$ cat src/rtl/pfl_pkg.sv
package pfl_pkg;
  localparam int CNT_W       = 14;
  localparam int SUB_BITS    = 3;
  localparam int SOF_W       = CNT_W - SUB_BITS;
  localparam int IDX_W       = 10;
  localparam int ADDR_W      = 32;
  localparam int BASE_LSB    = 12;
  localparam int BASE_W      = ADDR_W - BASE_LSB;
  localparam int ENTRY_SHIFT = 2;
  localparam int N_SIZES     = 3;

  typedef enum logic [1:0] {
    SZ_1024 = 2'b00,
    SZ_512  = 2'b01,
    SZ_256  = 2'b10,
    SZ_RSVD = 2'b11
  } list_size_e;
endpackage

$ cat src/rtl/pfl_uframe_ctr.sv
module pfl_uframe_ctr #(
  parameter int CNT_W = 14
) (
  input  logic             clk,
  input  logic             rst_n,
  input  logic             tick_i,
  input  logic             run_i,
  input  logic             wr_en_i,
  input  logic [CNT_W-1:0] wr_data_i,
  output logic [CNT_W-1:0] cnt_q_o,
  output logic [CNT_W-1:0] cnt_d_o
);
  localparam logic [CNT_W-1:0] CNT_MAX = {CNT_W{1'b1}};

  logic [CNT_W-1:0] cnt_q;
  logic             adv;

  assign adv = run_i & tick_i;

  always_comb begin
    cnt_d_o = cnt_q;
    if (wr_en_i)  cnt_d_o = wr_data_i;
    else if (adv) cnt_d_o = cnt_q + CNT_W'(1);
  end

  always_ff @(posedge clk or negedge rst_n) begin
    if (!rst_n) cnt_q <= '0;
    else        cnt_q <= cnt_d_o;
  end

  assign cnt_q_o = cnt_q;

  AST_HOLD_IDLE: assert property (@(posedge clk) disable iff (!rst_n)
    (!wr_en_i && !(run_i && tick_i)) |=> $stable(cnt_q));
  AST_STEP_ONE: assert property (@(posedge clk) disable iff (!rst_n)
    (!wr_en_i && run_i && tick_i && cnt_q != CNT_MAX) |=> cnt_q == $past(cnt_q) + CNT_W'(1));
  AST_WRAP_ZERO: assert property (@(posedge clk) disable iff (!rst_n)
    (!wr_en_i && run_i && tick_i && cnt_q == CNT_MAX) |=> cnt_q == '0);
  AST_WRITE_WINS: assert property (@(posedge clk) disable iff (!rst_n)
    wr_en_i |=> cnt_q == $past(wr_data_i));
endmodule

$ cat src/rtl/pfl_list_index.sv
module pfl_list_index
  import pfl_pkg::*;
#(
  parameter int CNT_W    = 14,
  parameter int IDX_W    = 10,
  parameter int SUB_BITS = 3,
  parameter int N_SIZES  = 3
) (
  input  logic [CNT_W-1:0] cnt_i,
  input  logic [1:0]       size_i,
  output logic [IDX_W-1:0] idx_o,
  output logic             err_o
);
  logic [IDX_W-1:0] cand [N_SIZES];

  // Candidate g halves the list g times: its slice loses g upper bits.
  for (genvar g = 0; g < N_SIZES; g++) begin : g_slice
    localparam int HI = SUB_BITS + IDX_W - 1 - g;
    assign cand[g] = IDX_W'(cnt_i[HI:SUB_BITS]);
  end

  always_comb begin
    err_o = 1'b0;
    unique case (list_size_e'(size_i))
      SZ_512:  idx_o = cand[1];
      SZ_256:  idx_o = cand[2];
      SZ_RSVD: begin
        idx_o = cand[0];
        err_o = 1'b1;
      end
      default: idx_o = cand[0];
    endcase
  end
endmodule

$ cat src/rtl/pfl_addr_form.sv
module pfl_addr_form #(
  parameter int ADDR_W      = 32,
  parameter int BASE_W      = 20,
  parameter int IDX_W       = 10,
  parameter int ENTRY_SHIFT = 2
) (
  input  logic [BASE_W-1:0]   base_i,
  input  logic [IDX_W-1:0]    idx_i,
  input  logic                a64_i,
  input  logic [ADDR_W-1:0]   seg_i,
  output logic [2*ADDR_W-1:0] addr_o
);
  logic [ADDR_W-1:0] lo;
  logic [ADDR_W-1:0] hi;

  assign lo     = {base_i, idx_i, {ENTRY_SHIFT{1'b0}}};
  assign hi     = a64_i ? seg_i : '0;
  assign addr_o = {hi, lo};
endmodule

$ cat src/rtl/pfl_index_gen.sv
module pfl_index_gen
  import pfl_pkg::*;
(
  input  logic                clk,
  input  logic                rst_n,
  input  logic                uframe_tick_i,
  input  logic                run_i,
  input  logic                idx_wr_i,
  input  logic [CNT_W-1:0]    idx_wr_data_i,
  input  logic                base_wr_i,
  input  logic [ADDR_W-1:0]   base_wr_data_i,
  input  logic [1:0]          size_sel_i,
  input  logic                addr64_i,
  input  logic [ADDR_W-1:0]   seg_hi_i,
  output logic [SOF_W-1:0]    sof_frame_o,
  output logic [IDX_W-1:0]    list_idx_o,
  output logic [2*ADDR_W-1:0] entry_addr_o,
  output logic                size_err_o
);
  logic [CNT_W-1:0]    cnt_q, cnt_d;
  logic [BASE_W-1:0]   base_q, base_d;
  logic [IDX_W-1:0]    idx_d;
  logic                err_d;
  logic [2*ADDR_W-1:0] addr_d;

  pfl_uframe_ctr #(.CNT_W(CNT_W)) u_ctr (
    .clk       (clk),
    .rst_n     (rst_n),
    .tick_i    (uframe_tick_i),
    .run_i     (run_i),
    .wr_en_i   (idx_wr_i),
    .wr_data_i (idx_wr_data_i),
    .cnt_q_o   (cnt_q),
    .cnt_d_o   (cnt_d)
  );

  assign base_d = base_wr_i ? base_wr_data_i[ADDR_W-1:BASE_LSB] : base_q;

  always_ff @(posedge clk or negedge rst_n) begin
    if (!rst_n) base_q <= '0;
    else        base_q <= base_d;
  end

  pfl_list_index #(
    .CNT_W(CNT_W), .IDX_W(IDX_W), .SUB_BITS(SUB_BITS), .N_SIZES(N_SIZES)
  ) u_idx (
    .cnt_i  (cnt_d),
    .size_i (size_sel_i),
    .idx_o  (idx_d),
    .err_o  (err_d)
  );

  pfl_addr_form #(
    .ADDR_W(ADDR_W), .BASE_W(BASE_W), .IDX_W(IDX_W), .ENTRY_SHIFT(ENTRY_SHIFT)
  ) u_addr (
    .base_i (base_d),
    .idx_i  (idx_d),
    .a64_i  (addr64_i),
    .seg_i  (seg_hi_i),
    .addr_o (addr_d)
  );

  always_ff @(posedge clk or negedge rst_n) begin
    if (!rst_n) begin
      sof_frame_o  <= '0;
      list_idx_o   <= '0;
      entry_addr_o <= '0;
      size_err_o   <= 1'b0;
    end else begin
      sof_frame_o  <= cnt_d[CNT_W-1:SUB_BITS];
      list_idx_o   <= idx_d;
      entry_addr_o <= addr_d;
      size_err_o   <= err_d;
    end
  end

  AST_SOF_SLICE: assert property (@(posedge clk) disable iff (!rst_n)
    sof_frame_o == cnt_q[CNT_W-1:SUB_BITS]);
  AST_ENTRY_ALIGN: assert property (@(posedge clk) disable iff (!rst_n)
    entry_addr_o[ENTRY_SHIFT-1:0] == '0);
  AST_RSVD_FLAG: assert property (@(posedge clk) disable iff (!rst_n)
    size_sel_i == 2'b11 |=> size_err_o);
  AST_UPPER_GATED: assert property (@(posedge clk) disable iff (!rst_n)
    !addr64_i |=> entry_addr_o[2*ADDR_W-1:ADDR_W] == '0);
endmodule

$ cat config.mk
export PLATFORM = sky130hd
export DESIGN_NAME = pfl_index_gen
export DESIGN_NICKNAME = d
export VERILOG_FILES = /design/src/rtl/pfl_pkg.sv /design/src/rtl/pfl_uframe_ctr.sv /design/src/rtl/pfl_list_index.sv /design/src/rtl/pfl_addr_form.sv /design/src/rtl/pfl_index_gen.sv
export SDC_FILE = /design/constraint.sdc
export NUM_CORES = 1
export LEC_CHECK = 0
export BUFFER_PORTS_ARGS = -buffer_cell sky130_fd_sc_hd__buf_4
export CORE_UTILIZATION = 40
export CTS_BUF_LIST = sky130_fd_sc_hd__clkbuf_2 sky130_fd_sc_hd__clkbuf_4 sky130_fd_sc_hd__clkbuf_8
export DETAILED_ROUTE_END_ITERATION = 7
export PLACE_DENSITY = 0.72
export SLEW_MARGIN = 20
export SYNTH_ARGS = -nofsm -noshare
export SYNTH_HDL_FRONTEND = slang
export SYNTH_SLANG_ARGS = --single-unit
$ cat constraint.sdc
create_clock -name clk -period 2.3 [get_ports clk]
set_input_delay 0.23 -clock clk [delete_from_list [all_inputs] [get_ports clk]]
set_output_delay 0.23 -clock clk [all_outputs]
set_load 0.005 [all_outputs]
Word-level counts from Yosys, hierarchy flattened
Cells that the tools add are included.
Word-level totals
  register bits after elaboration: 107
  bits in latches: 0
  bits in writable memories: 0
  bits in read-only memories: 0
  bits of input ports: 87
  word-level logic and storage cells: 19
  memories kept: 0
Cells by class
  add/sub/neg operators: 1
  multipliers: 0
  divide/modulo/power cells: 0
  magnitude comparators: 0
  equal/unequal tests: 3
  shift-type cells: 0
  multiplexer cells: 6
  bitwise operators: 1
  reduce and logical (&&, ||, !) cells: 1
Operators with widths (count)
  $mux W32: 1
  $mux W14: 2
  $mux W20: 1
  $pmux W10 S2: 1
  $add A14 B1 Y14 const B: 1
  $eq A2 B2 Y1 const B: 2
  $eq A2 B1 Y1 const B: 1
  $reduce_bool A2 Y1: 1
  $and A1 B1 Y1: 1
  $mux W1: 1

Longest topological paths before layout
Gate-level depths: netlist of run 1.
  word-level depth: 4
  gate-level depth with buffers: 5
  mapped depth without buffers: 5

Cells and area by module
Synthesis of run 1 repeated with hierarchy kept, for this count alone.
Unflattened totals
  cells, all modules: 291
  area total of the unflattened synthesis: 4341.7 sq um
By module, submodules not included
  pfl_index_gen: times used 1, cells each 128, area an instance 2975.4 sq um, seq. area each 2652.5 sq um
  pfl_uframe_ctr: times used 1, cells each 82, area an instance 764.5 sq um, seq. area each 350.3 sq um
  pfl_addr_form: times used 1, cells each 68, area an instance 499.2 sq um, seq. area each 0.0 sq um
  pfl_list_index: times used 1, cells each 13, area an instance 102.6 sq um, seq. area each 0.0 sq um

Least setup slack after synthesis of run 1
Ideal clock, no wire load.
  path type: register to register
  start: reg list_idx_o[4] (netlist name)
  end: reg u_ctr.cnt_q[13], in the netlist u_ctr.cnt_q_o[13]
  setup time: 82 ps
  arrival: 1516 ps
  data required time: 2218 ps
  path slack: 702 ps
  cell stages (with the launch flop): 5
  buffers on the path: 0
  period minus slack after synthesis: 1598 ps
  path through: dfrtp_1 > nand3_2 > or4_1 > or3_1 > a31oi_1
RTL lines
  to (signal assigned): RTL line pfl_uframe_ctr.sv:28  | else cnt_q <= cnt_d_o;
  to (decl): RTL line pfl_uframe_ctr.sv:15  | logic [CNT_W-1:0] cnt_q;

==> results of run 1 <==
worst reg2reg max path, cell delays in order (launching register included):
cell and delay (ns):
dfrtp_1 0.48, nand3_2 0.13, or4_1 0.55, or3_1 0.31
a31oi_1 0.16
cells in the mapped netlist, drive strengths merged:
cell type	number
xnor2	8
nand4	3
or3	1
xor2	2
or4	1
nor4	3
nand3	5
a31oi	1
conb	1
a21oi	2
mux2	22
nor3	4
and2	32
o21ai	13
dfrtp	69
mux2i	1
buf	31
inv	6
o22ai	1
clkbuf	8
nand2	16
ha	3
or2	1
nor2	8
nor2b	2
through the flow:
step | std cells | setup slack, ns
final | 476 | 0.586
after global routing | 476 | 0.449
after CTS | 476 | 0.573
after detailed placement | 460 | 0.599
after global placement | 460 | 0.616
after floorplan | 245 | 0.702
cells by family after synthesis:
family          share of synthesized area [%]
simple gates                             14.4
flops                                    59.5
other cells                             0.129
buf+inv                                  9.82
compound gates                           3.02
xor+xnor                                 3.02
mux                                      8.88
fa+ha+maj                                1.29
sequential cells by signal, indices dropped and copies added (netlist names):
signal	count
size_err_o	1
entry_addr_o	34
base_q	19
list_idx_o	9
u_ctr.cnt_q_o	6
cell type report:
| cell class | count | area share, % |
|---|---|---|
| well taps | 96 | 2.86 |
| inverters | 6 | 0.537 |
| clock buffers | 9 | 2.95 |
| clock inverters | 7 | 2.89 |
| flip-flops and latches | 69 | 41.1 |
| repair buffers | 158 | 28.3 |
| multi-input cells | 131 | 21.3 |
metal layers:
layer	vias to the layer above	GRT usage [%]	routed length, um
li1	1030	-	-
met2	87	29.7	3390
met1	1003	18.1	2300
met3	12	4.74	421
met4	0	7.75	116
met5	-	0	0
how the worst max path moves through the flow:
| stage | startpoint | to | cells past startpoint |
|---|---|---|---|
| floorplan | list_idx_o[4] | u_ctr.cnt_q_o[13] | 4 |
| global route | list_idx_o[4] | u_ctr.cnt_q_o[13] | 4 |
| global placement | list_idx_o[4] | u_ctr.cnt_q_o[13] | 4 |
| CTS | list_idx_o[4] | u_ctr.cnt_q_o[13] | 4 |
| detailed placement | list_idx_o[4] | u_ctr.cnt_q_o[13] | 4 |
| finish | list_idx_o[4] | u_ctr.cnt_q_o[13] | 4 |
power by group through the flow:
stage	Sequential, uW	Combinational [uW]	Clock (uW)
final	1370	454	1200
after global routing	1380	500	1280
after CTS	1370	463	1230
after detailed placement	1400	461	0
after global placement	1390	454	0
after floorplan	1390	201	0
==> impl_metrics.json, run 1 <==
{
  "hold_slack_ns": 0.00567,
  "synth.distinct_cells": 27,
  "clock_skew_ns": 0.00840,
  "final_cell_mix": "buf_4 (158), dfrtp_1 (69), and2_1 (32)",
  "cts.sinks": 69,
  "crit_family": "simple AND/OR/NAND/NOR gates",
  "pwr-share-seq_pct": 45.4,
  "status": "completed",
  "cts_max_level": 3,
  "hp-class": "input port to asynchronous set/reset pin",
  "ys_warn_count": 0,
  "clk_pin_slew_ns": 0.08,
  "finalMaxSlewViolations": 0,
  "clockRootBuffer": "clkbuf_8",
  "crit_path_start_kind": "flop",
  "critPathSlowestCell": "or4_1",
  "period_needed_ns": 1.71,
  "clockBufferDepth": 2,
  "irDropWorstVdd_v": 0.000494,
  "drtPass1Iterations": 4,
  "crit_chain": "nand3_2 > or4_1 > or3_1 > a31oi_1",
  "internal-power_uw": 2320,
  "track_usage_pct": 16.6,
  "cp.arrival_ns": 1.97,
  "place_hpwl_mm": 4.58,
  "postCtsSetupBuffers": 0,
  "antenna_cells": 0,
  "r2r_cells": 4,
  "cp_max_fo": 7,
  "switchingPower_uw": 699,
  "initial_core_util_pct": 42.0,
  "relSlewSlack_pct": 43.2,
  "r2r_slack_ns": 0.59,
  "setup-tns-final_ns": 0,
  "reg2reg_from": "list_idx_o[4]",
  "numCtsBuffers": 9,
  "wire_per_inst_um": 13.1,
  "powerDensity_mw_per_mm2": 720,
  "rows": 30,
  "die_w_um": 87.2,
  "coreArea_mm2": 0.00691,
  "routed_wirelength_mm": 6.22,
  "ys_seq_area_share_pct": 59.5,
  "boundaryPins": 173,
  "routabilityCongestion": 0.784,
  "area_growth_pct": 44.5,
  "dieHeight_um": 87.2,
  "power.share.clock_pct": 39.6,
  "sw_frac_of_total_pct": 23.2,
  "setup_violations": 0,
  "final_area_mm2": 0.00420,
  "yosysTopAreaCell": "dfrtp_1",
  "r2r-end": "u_ctr.cnt_q_o[13]",
  "hold_buffers": 0,
  "hold_violations": 0,
  "seqCellArea_mm2": 0.00173,
  "drc_errors": 0,
  "crit_path_end_kind": "flop",
  "gr-total-overflow": 0,
  "drive_above_1_share_pct": 52.6,
  "p_comb_share_pct": 15.0,
  "final_common_cell": "buf_4",
  "leakage_uw": 0.00209,
  "max_freq_mhz": 584,
  "cpPeakStageDelay_ns": 0.55,
  "total_power_uw": 3020,
  "grt_pass1_vias": 2127,
  "cts_tree": "yes",
  "ys_ff_latch": 69,
  "maxCapViolations": 0,
  "nets": 465,
  "numPortBuffers": 158,
  "antenna_found_initial": 0,
  "avgSynthCellArea_um2": 11.9,
  "multi_input_area_um2": 896,
  "placed_cell_area_mm2": 0.00395,
  "synth_top_area_share_pct": 59.5,
  "worst-setup-path-type": "flop to flop",
  "drtIter0Drc": 42,
  "ant_nets": 0,
  "fillers": 595,
  "syn_area_mm2": 0.00290,
  "fin_crit_sh_pct": 74.5,
  "vias_per_cell": 4.48,
  "cp.required_ns": 2.56,
  "cts_resized": 0,
  "dieArea_mm2": 0.00760,
  "synthCells": 244,
  "crit_buf_inv": 0,
  "route.vias.total": 2132,
  "tightestPinTransition_ns": 0.853,
  "synth.area.top_cells": "dfrtp_1 (59%), mux2_2 (8.5%), buf_4 (8.0%)",
  "rsz0062_at_grt": "false",
  "grt_max_degree": 70,
  "grt_pass1_wl_mm": 9.55,
  "clkLatencyLatePin_ns": 0.33,
  "final_util_pct": 60.8
}
Power figures use the tool's default switching activity.
==> run 2: changes to the inputs <==
PLACE_DENSITY = 0.75   (was 0.72)
clock period = 1.38 ns   (was 2.3 ns; I/O delays follow)
==> impl_metrics.json, run 2 (synthesized netlist as in run 1, its figures left out) <==
{
  "status": "complete, but fails checks",
  "violations": "setup timing",
  "numCtsBuffers": 9,
  "rsz0062_at_grt": "true",
  "worst-setup-path-type": "flop to flop",
  "ant_nets": 0,
  "numPortBuffers": 158,
  "leakage_uw": 0.00218,
  "clock_skew_ns": 0.00503,
  "final_common_cell": "buf_4",
  "track_usage_pct": 18.0,
  "period_needed_ns": 1.54,
  "grt_pass1_vias": 2250,
  "drtIter0Drc": 107,
  "setup_violations": 4,
  "hold_slack_ns": 0.0215,
  "hp-class": "input port to flop",
  "powerDensity_mw_per_mm2": 1030,
  "nets": 491,
  "rows": 30,
  "grt_max_degree": 70,
  "route.vias.total": 2259,
  "clkLatencyLatePin_ns": 0.33,
  "largest_register_ffs": 34,
  "top_regs": "entry_addr_o (34), base_q (19), list_idx_o (9)",
  "routabilityCongestion": 0.773,
  "cp.arrival_ns": 1.80,
  "clk_pin_slew_ns": 0.08,
  "setup_ws_ns": -0.165,
  "maxCapViolations": 0,
  "hold_violations": 0,
  "initial_core_util_pct": 42.0,
  "final_cells": 502,
  "final_cell_mix": "buf_4 (173), dfrtp_1 (67), and2_1 (32)",
  "placedCellCount": 474,
  "r2r_cells": 4,
  "antenna_cells": 0,
  "crit_path_end_kind": "flop",
  "gr-total-overflow": 0,
  "fin_crit_sh_pct": 112,
  "coreArea_mm2": 0.00691,
  "vias_per_cell": 4.50,
  "wire_per_inst_um": 13.0,
  "place_hpwl_mm": 4.76,
  "cts_max_level": 3,
  "cts_tree": "yes",
  "grt_pass1_wl_mm": 10.3,
  "dieArea_mm2": 0.00760,
  "area_growth_pct": 52.4,
  "cts.sinks": 69,
  "crit_path_start_kind": "flop",
  "finalMaxSlewViolations": 0,
  "boundaryPins": 173,
  "clockBufferDepth": 2,
  "die_w_um": 87.2,
  "irDropWorstVdd_v": 0.000772,
  "clockRootBuffer": "clkbuf_8",
  "top_register": "entry_addr_o",
  "dieHeight_um": 87.2,
  "drtPass1Iterations": 5,
  "drc_errors": 0,
  "drive_above_1_share_pct": 55.9,
  "min_path_cells": 2,
  "routed_wirelength_mm": 6.53,
  "cp.required_ns": 1.63,
  "cp_max_fo": 3,
  "antenna_found_initial": 0,
  "max_freq_mhz": 647
}
run 2: area by class of cell:
type,instances,area (um2)
clock buffers,10,131
clock inverters,6,40.0
fillers,569,2480
inverters,6,22.5
multi-input cells,131,965
flip-flops and latches,69,1730
well taps,96,120
repair buffers,184,1420
run 2: power by group:
group / internal, uW / total, uW / switching, uW / leakage [uW]
clock network: 664 / 1410 / 744 / 0.0000777
registers: 2180 / 2260 / 85.5 / 0.000849
logic: 564 / 897 / 333 / 0.00125
total: 3400 / 4570 / 1160 / 0.00218
run 2: path summary, 6_finish.rpt:
kind	startpoint	end	slack (ns)
max in group asynchronous	rst_n	entry_addr_o[53]	0.73
setup reg to reg	u_ctr.cnt_q_o[1]	u_ctr.cnt_q_o[13]	-0.16
setup / recovery	u_ctr.cnt_q_o[1]	u_ctr.cnt_q_o[13]	-0.16
hold / removal	seg_hi_i[19]	entry_addr_o[51]	0.02
min in group asynchronous	rst_n	list_idx_o[3]	0.35
hold reg to reg	base_q[1]	base_q[1]	0.51
run 2: routing by layer:
metal  share of wire, %  wire length, um  GRT usage [%]  up-vias
met3                9.3              606           7.49       11
met2                 51             3350           29.9      112
met4                2.0              129           7.60        0
met1                 37             2440           20.3     1061
met5                  0                0              0        -
li1                   -                -              -     1075
run 2: repair_timing:
item	4_1_cts	5_1_grt
setup endpoints to repair	7	12
gates resized for setup	5	13
buffers inserted	2	0
hold buffers	7	3
gates cloned	0	0
endpoints found under the hold margin	75	3
pin swaps	0	10
run 2: metrics by stage:
step	utilization, %	setup TNS [ns]	power [uW]	setup slack, ns	cell area, um2
3_3_place_gp	58.9	-0.292	3130	-0.0939	4070
5_1_grt	64.1	-1.08	4820	-0.226	4430
4_1_cts	63.1	-0.559	4620	-0.141	4360
6_report	64.1	-0.463	4570	-0.165	4430
2_1_floorplan	-	-0.0901	2650	-0.0901	2910
3_5_place_dp	58.9	-0.654	3150	-0.183	4070
run 2: worst max-delay path, cell delays in order (launching register included):
cell and delay, ns:
dfrtp_2 0.41, nand3_2 0.10, or4_4 0.49, or3_1 0.33, a31oi_1 0.14
==> run 3: changes to the inputs <==
SETUP_SLACK_MARGIN = 0.4   (was default)
==> impl_metrics.json, run 3 (synthesized netlist as in run 1, its figures left out) <==
{
  "clockRootBuffer": "clkbuf_8",
  "final_area_mm2": 0.00495,
  "cts.sinks": 69,
  "cp.arrival_ns": 1.78,
  "final_cell_mix": "buf_6 (92), buf_4 (90), dfrtp_1 (67)",
  "worst-setup-path-type": "flop to flop",
  "coreArea_mm2": 0.00691,
  "clkLatencyLatePin_ns": 0.34,
  "final_cells": 519,
  "top_register": "entry_addr_o",
  "violations": "setup timing",
  "final_util_pct": 71.6,
  "max_freq_mhz": 657,
  "crit_path_end_kind": "flop",
  "clockBufferDepth": 2,
  "clock_skew_ns": 0.0103,
  "drtPass1Iterations": 4,
  "grt_pass1_vias": 2385,
  "top_regs": "entry_addr_o (34), base_q (19), list_idx_o (9)",
  "grt_max_degree": 33,
  "drtIter0Drc": 78,
  "nets": 508,
  "r2r_slack_ns": -0.14,
  "numCtsBuffers": 9,
  "ant_nets": 0,
  "gr-total-overflow": 0,
  "grt_pass1_wl_mm": 11.0,
  "leakage_uw": 0.00240,
  "crit_path_start_kind": "flop",
  "reg2reg_from": "u_ctr.cnt_q_o[1]",
  "clk_pin_slew_ns": 0.08,
  "initial_core_util_pct": 42.0,
  "wire_per_inst_um": 14.3,
  "cp.required_ns": 1.64,
  "irDropWorstVdd_v": 0.000683,
  "finalMaxSlewViolations": 0,
  "r2r_cells": 5,
  "fillers": 517,
  "period_needed_ns": 1.52,
  "largest_register_ffs": 34,
  "routed_wirelength_mm": 7.42,
  "final_common_cell": "buf_6",
  "dieHeight_um": 87.2,
  "numPortBuffers": 158,
  "cpPeakStageDelay_ns": 0.39,
  "hp-class": "input port to flop",
  "hold_violations": 0,
  "placed_cell_area_mm2": 0.00410,
  "fin_crit_sh_pct": 110,
  "die_w_um": 87.2,
  "powerDensity_mw_per_mm2": 1010,
  "min_path_cells": 2,
  "drc_errors": 0,
  "place_hpwl_mm": 4.68,
  "vias_per_cell": 4.47,
  "setup_violations": 9,
  "r2r-end": "entry_addr_o[11]",
  "crit_chain": "ha_2 > nand4_1 > nor4_2 > mux2_2 > nor2_1",
  "worstHoldStart": "seg_hi_i[17]",
  "maxCapViolations": 0,
  "cp_max_fo": 3,
  "placedCellCount": 476,
  "critPathSlowestCell": "dfrtp_1",
  "area_growth_pct": 70.4,
  "cts_max_level": 3,
  "cts_tree": "yes",
  "status": "complete, but fails checks",
  "track_usage_pct": 19.6,
  "boundaryPins": 173,
  "setup_ws_ns": -0.141,
  "setup-tns-final_ns": -0.649,
  "hold_path_end": "entry_addr_o[49]",
  "rows": 30,
  "rsz0062_at_grt": "true",
  "antenna_cells": 0,
  "routabilityCongestion": 0.763,
  "antenna_found_initial": 0,
  "route.vias.total": 2318,
  "place_ws_ns": -0.142,
  "dieArea_mm2": 0.00760,
  "drive_above_1_share_pct": 56.3
}
run 3: changes by cell type in the layout (fill, tap and decap cells not counted), moves of 3 or more:
cell	change
clkinvlp_4	-3
dlygate4sd3_1	+8
buf_4	-83
buf_6	+92
run 3: how the worst max path moves through the flow:
stage / startpoint / to / slack (ns) / depth (start not counted)
after floorplan: u_ctr.cnt_q_o[2] / u_ctr.cnt_q_o[13] / -0.09 / 4
after global placement: u_ctr.cnt_q_o[0] / u_ctr.cnt_q_o[12] / -0.08 / 5
after detailed placement: u_ctr.cnt_q_o[0] / u_ctr.cnt_q_o[13] / -0.14 / 4
after CTS: u_ctr.cnt_q_o[0] / u_ctr.cnt_q_o[13] / -0.11 / 4
after global routing: u_ctr.cnt_q_o[1] / entry_addr_o[11] / -0.22 / 5
final: u_ctr.cnt_q_o[1] / entry_addr_o[11] / -0.14 / 5
run 3: power breakdown:
group | leakage (uW) | switching [uW] | internal, uW | total, uW
Clock | 0.0000996 | 783 | 840 | 1620
Combinational | 0.00145 | 371 | 727 | 1100
Sequential | 0.000849 | 116 | 2180 | 2290
Total | 0.00240 | 1270 | 3740 | 5010
run 3: area by class of cell:
| type | count | area (um2) | area share (%) |
|---|---|---|---|
| clock inverters | 7 | 73.8 | 1.49 |
| repair buffers | 201 | 1910 | 38.6 |
| multi-input cells | 131 | 967 | 19.5 |
| clock buffers | 9 | 124 | 2.50 |
| flip-flops and latches | 69 | 1730 | 34.9 |
| well taps | 96 | 120 | 2.43 |
| inverters | 6 | 22.5 | 0.455 |
run 3: critical path: cells and delay by family, from the launching register on:
kind	cells	cell delay [ns]
adder cells (fa/ha/maj)	1	0.22
AND/OR/NAND/NOR	3	0.45
multiplexers	1	0.38
flip-flops	1	0.39
run 3: metal layers:
layer / global-route usage, % / vias to the layer above / share of wire, %
li1: - / 1113 / -
met1: 20.5 / 1088 / 36
met2: 35.9 / 113 / 54
met3: 8.06 / 4 / 8.7
met4: 5.96 / 0 / 0.44
met5: 0 / - / 0
run 3: what timing repair did:
item | CTS | global route
endpoints found under the setup margin | 93 | 100
pin swaps | 3 | 5
hold buffers | 12 | 6
resized for setup | 95 | 13
buffers inserted | 5 | 4
endpoints found under the hold margin | 45 | 6
run 3: metrics by stage:
step           power [uW]  hold slack [ns]
6_report             5010           0.0111
5_1_grt              5270         0.000885
4_1_cts              4990          0.00150
3_5_place_dp         3160           0.0538
3_3_place_gp         3130           0.0522
2_1_floorplan        2660           -0.158
